===== src/rtl/softVolPkg.sv =====
package softVolPkg;
  localparam int SAMPLE_W     = 24;
  localparam int GAIN_W       = 18;
  localparam int CODE_W       = 8;
  localparam int RATE_W       = 2;
  localparam int CODE_MAX     = 181;
  localparam int SUB_PER_CODE = 4;
  localparam int ATTEN_MAX    = CODE_MAX * SUB_PER_CODE;
  localparam int ATTEN_W      = $clog2(ATTEN_MAX + 1);
  localparam int SPAN_STEPS   = 48;
  localparam int CNT_W        = (1 << RATE_W) - 1;

  typedef struct packed {
    logic               load;
    logic               forceZero;
    logic [ATTEN_W-1:0] atten;
  } dpCtrl_t;
endpackage


===== src/rtl/volRampCtrl.sv =====
module volRampCtrl
  import softVolPkg::*;
(
  input  logic              clk,
  input  logic              rstN,
  input  logic              sampleValid,
  input  logic [CODE_W-1:0] targetCode,
  input  logic [RATE_W-1:0] rateSel,
  input  logic              muteReq,
  output dpCtrl_t           dpCtl,
  output logic              muteDone
);
  logic [ATTEN_W-1:0] curAtten, nextAtten, effTarget;
  logic [CODE_W-1:0]  codeClamp;
  logic [CNT_W-1:0]   strobeCnt, rateMask;
  logic               tick;

  always_comb begin
    codeClamp = (targetCode > CODE_W'(CODE_MAX)) ? CODE_W'(CODE_MAX) : targetCode;
    effTarget = muteReq ? ATTEN_W'(ATTEN_MAX)
                        : ATTEN_W'(codeClamp) * ATTEN_W'(SUB_PER_CODE);
    rateMask  = CNT_W'((1 << rateSel) - 1);
    tick      = sampleValid && ((strobeCnt & rateMask) == rateMask);
    nextAtten = curAtten;
    if (tick) begin
      if (curAtten < effTarget)      nextAtten = curAtten + 1'b1;
      else if (curAtten > effTarget) nextAtten = curAtten - 1'b1;
    end
  end

  always_ff @(posedge clk) begin
    if (!rstN) begin
      curAtten  <= ATTEN_W'(ATTEN_MAX);
      strobeCnt <= '0;
      muteDone  <= 1'b0;
    end else begin
      curAtten <= nextAtten;
      if (sampleValid) strobeCnt <= strobeCnt + 1'b1;
      muteDone <= muteReq && (nextAtten == ATTEN_W'(ATTEN_MAX));
    end
  end

  always_comb begin
    dpCtl.load      = sampleValid;
    dpCtl.forceZero = muteReq && (curAtten == ATTEN_W'(ATTEN_MAX));
    dpCtl.atten     = curAtten;
  end
endmodule


===== src/rtl/volGainPath.sv =====
module volGainPath
  import softVolPkg::*;
(
  input  logic                       clk,
  input  logic                       rstN,
  input  dpCtrl_t                    dpCtl,
  input  logic signed [SAMPLE_W-1:0] sampleIn,
  output logic signed [SAMPLE_W-1:0] sampleOut,
  output logic                       outValid
);
  localparam int FRAC_W  = GAIN_W - 1;
  localparam int PROD_W  = SAMPLE_W + GAIN_W + 1;
  localparam int ACC_W   = PROD_W + 6;
  localparam int IDX_W   = $clog2(SPAN_STEPS);
  localparam int SHIFT_W = 6;
  localparam longint STEP_K = 64'd1058400094;

  function automatic logic [GAIN_W-1:0] fineGain(input int idx);
    longint g;
    g = 64'sd1 <<< 30;
    for (int i = 0; i < idx; i++) g = (g * STEP_K + (64'sd1 <<< 29)) >>> 30;
    return GAIN_W'((g + (64'sd1 <<< 12)) >>> 13);
  endfunction

  logic [GAIN_W-1:0] fineTab [SPAN_STEPS];
  for (genvar gi = 0; gi < SPAN_STEPS; gi++) begin : g_fine
    localparam logic [GAIN_W-1:0] FINE_V = fineGain(gi);
    assign fineTab[gi] = FINE_V;
  end

  logic [ATTEN_W-1:0]       spanIdx, fineIdxW;
  logic [IDX_W-1:0]         fineIdx;
  logic [SHIFT_W-1:0]       shiftAmt;
  logic signed [PROD_W-1:0] prod;
  logic signed [ACC_W-1:0]  acc, scaled;
  logic signed [SAMPLE_W-1:0] satVal;

  localparam logic signed [ACC_W-1:0] POS_LIM = ACC_W'((64'sd1 <<< (SAMPLE_W - 1)) - 1);
  localparam logic signed [ACC_W-1:0] NEG_LIM = -ACC_W'(64'sd1 <<< (SAMPLE_W - 1));

  always_comb begin
    spanIdx  = dpCtl.atten / ATTEN_W'(SPAN_STEPS);
    fineIdxW = dpCtl.atten % ATTEN_W'(SPAN_STEPS);
    fineIdx  = fineIdxW[IDX_W-1:0];
    shiftAmt = SHIFT_W'(FRAC_W) + SHIFT_W'(spanIdx);
    prod     = PROD_W'(sampleIn) * $signed({1'b0, fineTab[fineIdx]});
    acc      = ACC_W'(prod) + (ACC_W'(1) <<< (shiftAmt - 1'b1));
    scaled   = acc >>> shiftAmt;
    if (scaled > POS_LIM)      satVal = POS_LIM[SAMPLE_W-1:0];
    else if (scaled < NEG_LIM) satVal = NEG_LIM[SAMPLE_W-1:0];
    else                       satVal = scaled[SAMPLE_W-1:0];
  end

  always_ff @(posedge clk) begin
    if (!rstN) begin
      sampleOut <= '0;
      outValid  <= 1'b0;
    end else begin
      outValid <= dpCtl.load;
      if (dpCtl.load) sampleOut <= dpCtl.forceZero ? '0 : satVal;
    end
  end
endmodule


===== src/rtl/softVolume.sv =====
module softVolume
  import softVolPkg::*;
(
  input  logic                clk,
  input  logic                rstN,
  input  logic                sampleValid,
  input  logic [SAMPLE_W-1:0] sampleIn,
  input  logic [CODE_W-1:0]   targetCode,
  input  logic [RATE_W-1:0]   rateSel,
  input  logic                muteReq,
  output logic [SAMPLE_W-1:0] sampleOut,
  output logic                outValid,
  output logic                muteDone
);
  dpCtrl_t dpCtl;

  volRampCtrl i_ctrl (
    .clk(clk), .rstN(rstN), .sampleValid(sampleValid), .targetCode(targetCode),
    .rateSel(rateSel), .muteReq(muteReq), .dpCtl(dpCtl), .muteDone(muteDone)
  );

  volGainPath i_path (
    .clk(clk), .rstN(rstN), .dpCtl(dpCtl), .sampleIn(sampleIn),
    .sampleOut(sampleOut), .outValid(outValid)
  );
endmodule


===== config.mk =====
export PLATFORM = sky130hd
export DESIGN_NAME = softVolume
export DESIGN_NICKNAME = d
export VERILOG_FILES = /design/src/rtl/softVolPkg.sv /design/src/rtl/volRampCtrl.sv /design/src/rtl/volGainPath.sv /design/src/rtl/softVolume.sv
export SDC_FILE = /design/constraint.sdc
export NUM_CORES = 1
export LEC_CHECK = 0
export BUFFER_PORTS_ARGS = -buffer_cell sky130_fd_sc_hd__buf_2
export CAP_MARGIN = 10
export CORE_MARGIN = 2
export CORE_UTILIZATION = 61
export CTS_CLUSTER_SIZE = 12
export DETAILED_ROUTE_END_ITERATION = 8
export PLACE_DENSITY = 0.79
export SYNTH_ARGS = -nofsm -noshare
export SYNTH_HDL_FRONTEND = slang
export SYNTH_SLANG_ARGS = --single-unit
export TNS_END_PERCENT = 5

===== constraint.sdc =====
create_clock -name clk -period 10.5 [get_ports clk]
set_input_delay 1.575 -clock clk [delete_from_list [all_inputs] [get_ports clk]]
set_output_delay 1.575 -clock clk [all_outputs]
set_load 0.02 [all_outputs]

Word-level counts from Yosys, hierarchy flattened
Memory sizes are Yosys's and may differ from the RTL's.
Index checks and enable logic that the tools add are counted.
{ "totals": {"in_bits": 38, "ff_bits": 39, "romBits": 1152, "n_memories": 1} }
{ "op_classes": {"n_addsub": 7, "multipliers": 1, "bitwise_logic": 2, "n_lt_le_gt_ge": 6, "shift": 3, "reduce_logical": 3, "n_div": 2, "mux": 10, "eq_ne": 3} }
{ "memory_table": {"columns": ["memory", "words", "width", "rd", "rd_clocked_by_memory_dff", "wr", "line_no", "text"], "rows": [
  ["(name not given)", 64, 18, 1, 0, 0, "volGainPath.sv:46", "prod = PROD_W'(sampleIn) * $signed({1'b0, fineTab[fineIdx]});"]
]} }
{ "ops": {"columns": ["cell", "count"], "rows": [
  ["$mux 24", 3],
  ["$add 43x49->49", 1],
  ["$gt 49x24->1 const B", 1],
  ["$lt 49x24->1 const B", 1],
  ["$sshl 2x6->49 const A", 1],
  ["$sshr 49x6->49", 1],
  ["$mul 24x19->43", 1],
  ["$mux 10", 4],
  ["$mux 18", 2],
  ["$eq 10x10->1 const B", 2],
  ["$add 10x1->10 const B", 1],
  ["$div 10x6->10 const B", 1],
  ["$gt 10x10->1", 1],
  ["$lt 10x10->1", 1],
  ["$mod 10x6->10 const B", 1],
  ["$sub 10x1->10 const B", 1],
  ["$gt 8x8->1 const B", 1],
  ["$mux 8", 1],
  ["$ge 7x7->1 const B", 1],
  ["$not 6->7", 1],
  ["$add 5x6->6 const A", 1],
  ["$sub 6x1->6 const B", 1],
  ["$add 3x1->3 const B", 1],
  ["$and 3x3->3", 1],
  ["4 further kinds", 6]
]} }

Longest topological paths before layout
Gate-level depths: netlist of run 1.
{ "logic_depth": {"depth_word": 12, "mapped_depth": 52, "depth_no_buf": 43} }

Cells and area by module
A second synthesis of run 1 with hierarchy kept.
{ "hier_totals": {"hier_cells": 3302, "area_unflattened_um2": 27151.0} }
{ "modules_own_cells": {"columns": ["mod", "cells_each", "n_inst", "area_each_um2", "seq_area_each_um2"], "rows": [
  ["volGainPath", 3147, 1, 25916.1, 500.5],
  ["volRampCtrl", 155, 1, 1234.9, 280.3]
]} }

Worst setup path before layout of run 1
Ideal clock, no wire load.
{ "synth_path": {"kind": "flip-flop to flip-flop", "start": "reg i_ctrl.curAtten[6]", "end": "reg i_path.sampleOut[22]", "slack_ns": -1.136, "required_time_ns": 10.369, "synth_period_minus_slack_ns": 11.636, "setup_ns": 0.131, "t_arrival_ns": 11.505, "path_stages_with_launch": 46, "path_cell_list": "dfxtp_1 -> clkbuf_1 -> buf_1 -> xor2_1 -> nor2_1 -> a211oi_1 -> a211oi_1 -> a2111oi_0 -> clkinv_1 -> nor2_1 -> a32oi_1 -> o21ai_0 -> clkbuf_1 -> nand2_1 -> inv_1 -> fa_1 -> fa_1 -> inv_1 -> [... 10 more ...] -> nand2_2 -> or3_1 -> nor2_1 -> a311oi_1 -> and2_1 -> clkbuf_1 -> o31ai_1 -> and3_1 -> buf_6 -> nor2_4 -> buf_6 -> buf_2 -> mux2_2 -> a21bo_1 -> mux2_2 -> a32o_1 -> a31oi_1 -> nand3_1"} }
{ "synth_via": {"elab_chain_cells": 12, "elab_cells_between_ends": 19} }
{ "synth_rtl": {"columns": ["element", "line_no", "text"], "rows": [
  ["start, declared", "volRampCtrl.sv:13", "logic [ATTEN_W-1:0] curAtten, nextAtten, effTarget;"],
  ["start signal, assigned", "volRampCtrl.sv:33", "curAtten <= ATTEN_W'(ATTEN_MAX);"],
  ["start signal, assigned", "volRampCtrl.sv:37", "curAtten <= nextAtten;"],
  ["$mod 10x6->10", "volGainPath.sv:43", "fineIdxW = dpCtl.atten % ATTEN_W'(SPAN_STEPS);"],
  ["$not 6->7 (implied by the code)", "volGainPath.sv:46", null],
  ["$mem_v2 64x18", null, null],
  ["$mux 18 (implied by the code) (2 in series)", "volGainPath.sv:46", null],
  ["$mul 24x19->43", "volGainPath.sv:46", null],
  ["$add 43x49->49", "volGainPath.sv:47", "acc = ACC_W'(prod) + (ACC_W'(1) <<< (shiftAmt - 1'b1));"],
  ["$sshr 49x6->49", "volGainPath.sv:48", "scaled = acc >>> shiftAmt;"],
  ["$lt 49x24->1", "volGainPath.sv:50", "else if (scaled < NEG_LIM) satVal = NEG_LIM[SAMPLE_W-1:0];"],
  ["$mux 24", "volGainPath.sv:50", null],
  ["$mux 24", "volGainPath.sv:49", "if (scaled > POS_LIM) satVal = POS_LIM[SAMPLE_W-1:0];"],
  ["$mux 24 *", "volGainPath.sv:60", "if (dpCtl.load) sampleOut <= dpCtl.forceZero ? '0 : satVal;"],
  ["end signal, assigned", "volGainPath.sv:60", null],
  ["end, declared", "volGainPath.sv:8", "output logic signed [SAMPLE_W-1:0] sampleOut,"]
]} }
Every way passes the cells marked *; elsewhere a longest branch is shown, timed or not. The select of a mux whose other input is x is not followed.
A chain may end at the register's enable or synchronous reset.

Final worst setup path of run 1
{ "layout_path": {"start": "reg i_ctrl.curAtten[9]", "end": "reg i_path.sampleOut[18]"} }
The elaborated chain is that of the path after synthesis.

==> results of run 1 <==
## cell usage after synthesis, types with 13 or more instances
cell type,count
dfxtp_1,39
o21a_1,24
nand4_1,31
fa_1,483
nand2_1,446
nand3_1,87
o211ai_1,37
and2_1,187
a31oi_1,35
nor2_1,167
o21ai_0,135
buf_1,18
nor3_1,50
a22oi_1,17
xnor2_1,34
a21o_1,19
o221ai_1,13
and3_1,31
or3_1,15
mux2i_1,47
ha_1,154
clkbuf_1,152
buf_2,30
nand2b_1,19
a211o_1,13
a211oi_1,38
inv_1,617
a21oi_1,160
o31ai_1,19
nor2b_1,44
## registers in the layout, summed over array words and instances, names as in the netlist
register and cells:
i_ctrl.strobeCnt 3, i_ctrl.curAtten 10, i_ctrl.muteDone 1, i_path.outValid 1, i_path.sampleOut 24
## per-layer routing
metal	vias to the layer above	global-route usage (%)
li1	11846	-
met1	13262	50.8
met2	1687	67.7
met3	410	5.25
met4	4	20.2
met5	-	0
## area by class of cell
class                      count  area [um^2]
fill                        3272        11300
clock inverter                 3         20.0
timing repair inverter         1         5.00
inverter                     620         2340
tap                          592          741
clock buffer                   5          125
multi-input combinational   2575        24300
timing repair buffer         529         4360
sequential                    39          792
## through the flow
step / TNS, ns / hold WS, ns / worst slack (ns) / util [%] / instances
4_1_cts: 0 / 0.456 / 0.00394 / 71.9 / 4338
6_report: 0 / 0.456 / 0.0571 / 74.4 / 4364
3_3_place_gp: -0.685 / 0.435 / -0.0983 / 70.2 / 4303
3_5_place_dp: -6.00 / 0.441 / -0.346 / 70.2 / 4303
5_1_grt: -3.90 / 0.475 / -0.221 / 74.4 / 4364
2_1_floorplan: -0.00440 / 0.510 / -0.00440 / - / 3446
## path summary, 6_finish.rpt
path | endpoint | slack [ns] | cells past startpoint
setup / recovery | i_path.sampleOut[18]$_SDFFE_PN0P_ | 0.06 | 46
hold / removal | i_path.sampleOut[23]$_SDFFE_PN0P_ | 0.46 | 2
setup reg to reg | i_path.sampleOut[18]$_SDFFE_PN0P_ | 0.06 | 46
hold reg to reg | i_path.sampleOut[23]$_SDFFE_PN0P_ | 0.46 | 2
## kinds of logic (layout without fill, tap and decap cells)
group                    after synthesis  in the layout  share of synthesized area, %
AND/OR/NAND/NOR                     1146           1147                          20.9
buffers and inverters                833           1158                          11.9
AO/OA/AOI/OAI                        669            669                          16.9
adder cells (fa/ha/maj)              637            637                          42.9
multiplexers                          65             65                          2.82
XOR/XNOR                              48             48                          1.61
flip-flops                            39             39                          2.89
other                                  2              9                        0.0278
## timing repair
action                                  in CTS  in global routing
buffers inserted                            20                 23
resized for setup                           69                196
pin swaps                                   21                 91
cloned                                       7                  4
endpoints found under the setup margin      23                 23
## worst register-to-register path: cells and delay by family, from the launching register on
kind,cells,cell delay [ns]
fa+ha+maj,8,4.00
compound gates,15,2.51
buf+inv,16,2.29
simple gates,7,1.16
flops,1,0.38
==> metrics.md, run 1 <==
| Metric | Value |
|---|---|
| Outcome | complete, no violations |
| Wire length per cell | roughly 22 um |
| HPWL Detailed | approximately 73 mm |
| CP top delay family | adder cells |
| Pin count of the biggest net entering global routing | just under 70 |
| Worst min path class | register to register |
| TritonCTS clock tree | built |
| Worst path arrival time | 10.63 ns |
| WL met1 | between 30 and 40 mm |
| Share of layout cells above drive strength 1 | 22.2% |
| Syn Inst Count | between 3000 and 4000 |
| Post-synth top area share | 35.8% |
| Die Span X | ~210 um |
| Port Buffers | 63 |
| H-tree depth | 2 |
| Worst-path clk slew | roughly 0.070 ns |
| Worst skew pair latency | approximately 0.30 ns |
| Vias in the first global route | 28126 |
| Synth area leaders | fa_1 (36%), inv_1 (8.6%), ha_1 (7.1%) |
| Root Driver | clkbuf_16 |
| Full die area | 0.0460 mm^2 |
| IO Pins | 64 |
| Req. time, crit path | 10.68 ns |
| Max-slew violations | 0 |
| Final ANT Viol Nets | 0 |
| CP Max Fanout | 12 |
| CP Buf/Inv Count | 16 |
| Crit path kind | register to register |
| Final Hold Fails | 0 |
| Slowest-stage cell, CP | fa_2 |
| Critical Path Source | i_ctrl.curAtten[9]$_SDFF_PN1_ |
| CTS max path bufs | 2 |
| Period Utilization, post-route | 99.5% |
| Drc violations | 0 |
| Rows | 77 |
| Total congestion overflow | 0 |
| GP Congestion | between 1 and 1.5 |
| Met3 routed WL | roughly 8.6 mm |
| Via Count | between 20000 and 30000 |
| Worst r2r src | i_ctrl.curAtten[9]$_SDFF_PN1_ |
| Period minus WS final | 10.44 ns |
| Worst Max-Slew Pin Slew | about 1.0 ns |
| Num CTS Buffers | 5 |
| Fmax | 95.8 MHz |
| Core area | 0.0439 mm^2 |
| Sequential area share after synthesis | 2.89% |
| GRT Overall Usage | between 40% and 50% |
| Commonest non-fill, non-tap cells in the layout | inv_1 (607), fa_1 (469), nand2_1 (434) |
| Netlist Area Pre-Place | about 0.027 mm^2 |
| Cell repeated most along the worst path | buf_4 |
| First-pass DRT Iterations | 6 |
| Hold_sp | i_path.sampleOut[23]$_SDFFE_PN0P_ |
| Post-CTS Hold Fix Bufs | 0 |
| Most common cell after layout, fill and taps aside | inv_1 |
| Die Span Y | between 200 and 250 um |
| Area leader, netlist | fa_1 |
| WL met2 | 44.8 mm |
| Synth async-reset ratio | 0% |
| Top Layer Used | met5 |
| Final setup violation count | 0 |
| CTS sink count | 39 |
| Maxcap violations | 0 |
| Syn Area/Cell | 7.86 um^2 |
| Initial drt markers | 2939 |
| #FFs+latches synth | 39 |
| Post-synth cell types | approximately 110 |
| Syn. warnings | 0 |
| Rel. slew slack | slightly below 30% |
| Synth Flop Type | dfxtp_1 |
| Startpoint types | register |
| RSZ-0062 raised after global routing | true |
| Design area | approximately 0.033 mm^2 |
| Starting Density | 61.5% |
| First-pass GRT wire length | 147 mm |
| Layout Nets | ~4400 |
| CP endpoint kind | register |
| Final setup skew | around 0.0063 ns |
| WL final | between 90 and 100 mm |
| Antenna Cells | 0 |
| Area growth, synth to finish | 20.9% |
| Initial antenna violation count | 2 |
| Placed cell area | between 0.03 and 0.04 mm^2 |
| CP max stage delay | 0.61 ns |
| Via density | between 6 and 7 |
| Post-synth EDFFs | 0 |
Power of run 1 is not shown: default switching activity piles up to over one toggle a cycle in this logic, so the estimate is an artifact.
==> run 2, diff against run 1 <==
Settings changed: ABC_AREA set to 1, CORE_ASPECT_RATIO set to 1.1, RECOVER_POWER set to 100.
==> metrics.md, run 2 <==
| Metric | Value |
|---|---|
| Share of layout cells above drive strength 1 | between 10 and 15% |
| Sequential area share after synthesis | 3.03% |
| Full die area | 0.0439 mm^2 |
| Netlist Area Pre-Place | between 0.02 and 0.03 mm^2 |
| CTS max path bufs | 2 |
| Worst min path class | register to register |
| Initial antenna violation count | 1 |
| Top Registers | i_path.sampleOut x24, i_ctrl.curAtten x10, i_ctrl.strobeCnt x3 |
| Top-count cell post-synth | nand2_1 |
| Outcome | complete, no violations |
| Sum of negative setup slack | 0 ns |
| Syn Area/Cell | a little under 7 um^2 |
| Pin count of the biggest net entering global routing | 60 |
| Rel. slew slack | slightly below 30% |
| GP Congestion | slightly above 1 |
| Via Count | approximately 26000 |
| Fmax | just under 100 MHz |
| Initial drt markers | between 2000 and 2500 |
| Slowest-stage cell, CP | fa_1 |
| CTS sink count | 39 |
| First-pass DRT Iterations | 7 |
| WL final | roughly 83 mm |
| Area growth, synth to finish | 14.7% |
| Via density | roughly 5.6 |
| Synth Flop Type | dfxtp_1 |
| Worst skew pair latency | a little under 0.3 ns |
| Final setup skew | around 0.0088 ns |
| Syn Inst Count | roughly 3800 |
| Worst Max-Slew Pin Slew | between 1 and 1.5 ns |
| HPWL Detailed | about 70 mm |
| Req. time, crit path | approximately 11 ns |
| Vias in the first global route | ~26000 |
| H-tree depth | 2 |
| CP Max Fanout | 9 |
| Core area | 0.0415 mm^2 |
| Die Span X | about 200 um |
| CP max stage delay | between 0.6 and 0.7 ns |
| Maxcap violations | 0 |
| Die Span Y | roughly 220 um |
| Port Buffers | between 60 and 70 |
| #FFs+latches synth | 39 |
| Worst path arrival time | 10.35 ns |
| First-pass GRT wire length | between 100 and 150 mm |
| Post-synth cell types | 53 |
| Rows | between 70 and 80 |
| Drc violations | 0 |
| Final Hold Fails | 0 |
| GRT Overall Usage | just under 40% |
| Commonest non-fill, non-tap cells in the layout | nand2_1 (946), inv_1 (837), fa_1 (466) |
| CP Buf/Inv Count | 10 |
| Starting Density | 62.1% |
| Register bank with the most flops | i_path.sampleOut |
| CP top delay family | adder cells |
| Crit path kind | register to register |
| Most common cell after layout, fill and taps aside | nand2_1 |
| Final setup violation count | 0 |
| Synth async-reset ratio | 0% |
| IO Pins | 64 |
| Period minus WS final | 10.23 ns |
| Num CTS Buffers | 5 |
| RSZ-0062 raised after global routing | true |
| Antenna Cells | 0 |
| Startpoint types | register |
| Root Driver | clkbuf_16 |
| Synth top cells by count | nand2_1 (982), inv_1 (848), fa_1 (483) |
| Max FFs per register | 24 |
| Layout Cells excl Fill | between 4000 and 5000 |
| Post-synth top area share | 37.5% |
| Synth area leaders | fa_1 (38%), nand2_1 (14%), inv_1 (12%) |
| Post-CTS Hold Fix Bufs | 0 |
| Period Utilization, post-route | a little over nine tenths |
| Post-synth EDFFs | 0 |
| Placed insts | about 4600 |
| Total congestion overflow | 0 |
| Layout Nets | 4696 |
| CP endpoint kind | register |
| TritonCTS clock tree | built |
| Worst-path clk slew | approximately 0.06 ns |
| Wire length per cell | around 18 um |
| Final ANT Viol Nets | 0 |
| Area leader, netlist | fa_1 |
| Syn. warnings | 0 |
| Max-slew violations | 0 |
-- run 2: timing repair --
| action | CTS | global route |
|---|---|---|
| endpoints found under the setup margin | 24 | 24 |
| gates cloned | 3 | 3 |
| setup buffers | 2 | 16 |
| resized for setup | 23 | 295 |
| pin swaps | 5 | 89 |
-- run 2: kinds of logic after synthesis --
family	after synthesis	synth area share [%]
buffers and inverters	1012	15.0
other	2	0.0291
adders and majority gates	637	45.0
DFF	39	3.03
and+or+nand+nor	1716	27.1
muxes	3	0.117
AOI/OAI and AO/OA	383	8.22
xor gates and xnor gates	41	1.42
-- run 2: layout make-up --
cell class | instances | area, um^2
clock buffer | 7 | 133
multi-input combinational | 2792 | 22300
tap | 560 | 701
clock inverter | 1 | 5.00
fill | 3626 | 11900
inverter | 872 | 3300
timing repair inverter | 2 | 10.0
sequential | 39 | 785
timing repair buffer | 309 | 2360
-- run 2: stage by stage --
stage	hold WS [ns]	area (um^2)	util, %	setup slack, ns
3_5_place_dp	0.454	28100	67.8	-0.189
2_1_floorplan	0.475	25800	-	0.00785
3_3_place_gp	0.450	28100	67.8	0.0215
6_report	0.462	29500	71.2	0.272
4_1_cts	0.462	28400	68.4	0.00987
5_1_grt	0.485	29500	71.2	-0.258
-- run 2: worst register-to-register path: cells and delay by family (launching register included) --
| family | cells | cell delay (ns) |
|---|---|---|
| adders and majority gates | 8 | 4.11 |
| AOI/OAI and AO/OA | 7 | 1.33 |
| buffers and inverters | 10 | 1.04 |
| and+or+nand+nor | 30 | 3.25 |
| DFF | 1 | 0.34 |
-- run 2: metal layers --
metal / track usage (%) / up-vias / wire length, um
met2: 66.9 / 1325 / 40400
met3: 5.37 / 282 / 7250
met4: 17.9 / 2 / 4540
li1: - / 11842 / -
met1: 48.6 / 12317 / 31100
met5: 0 / - / 17
-- run 2: worst paths after layout --
check                               startpoint                                end  slack [ns]  cells past startpoint
min reg2reg  i_path.sampleOut[12]$_SDFFE_PN0P_  i_path.sampleOut[12]$_SDFFE_PN0P_        0.46                      2
min          i_path.sampleOut[12]$_SDFFE_PN0P_  i_path.sampleOut[12]$_SDFFE_PN0P_        0.46                      2
max              i_ctrl.curAtten[8]$_SDFF_PN0_  i_path.sampleOut[20]$_SDFFE_PN0P_        0.27                     55
max reg2reg      i_ctrl.curAtten[8]$_SDFF_PN0_  i_path.sampleOut[20]$_SDFFE_PN0P_        0.27                     55
Power of run 2 is left out for the same reason.
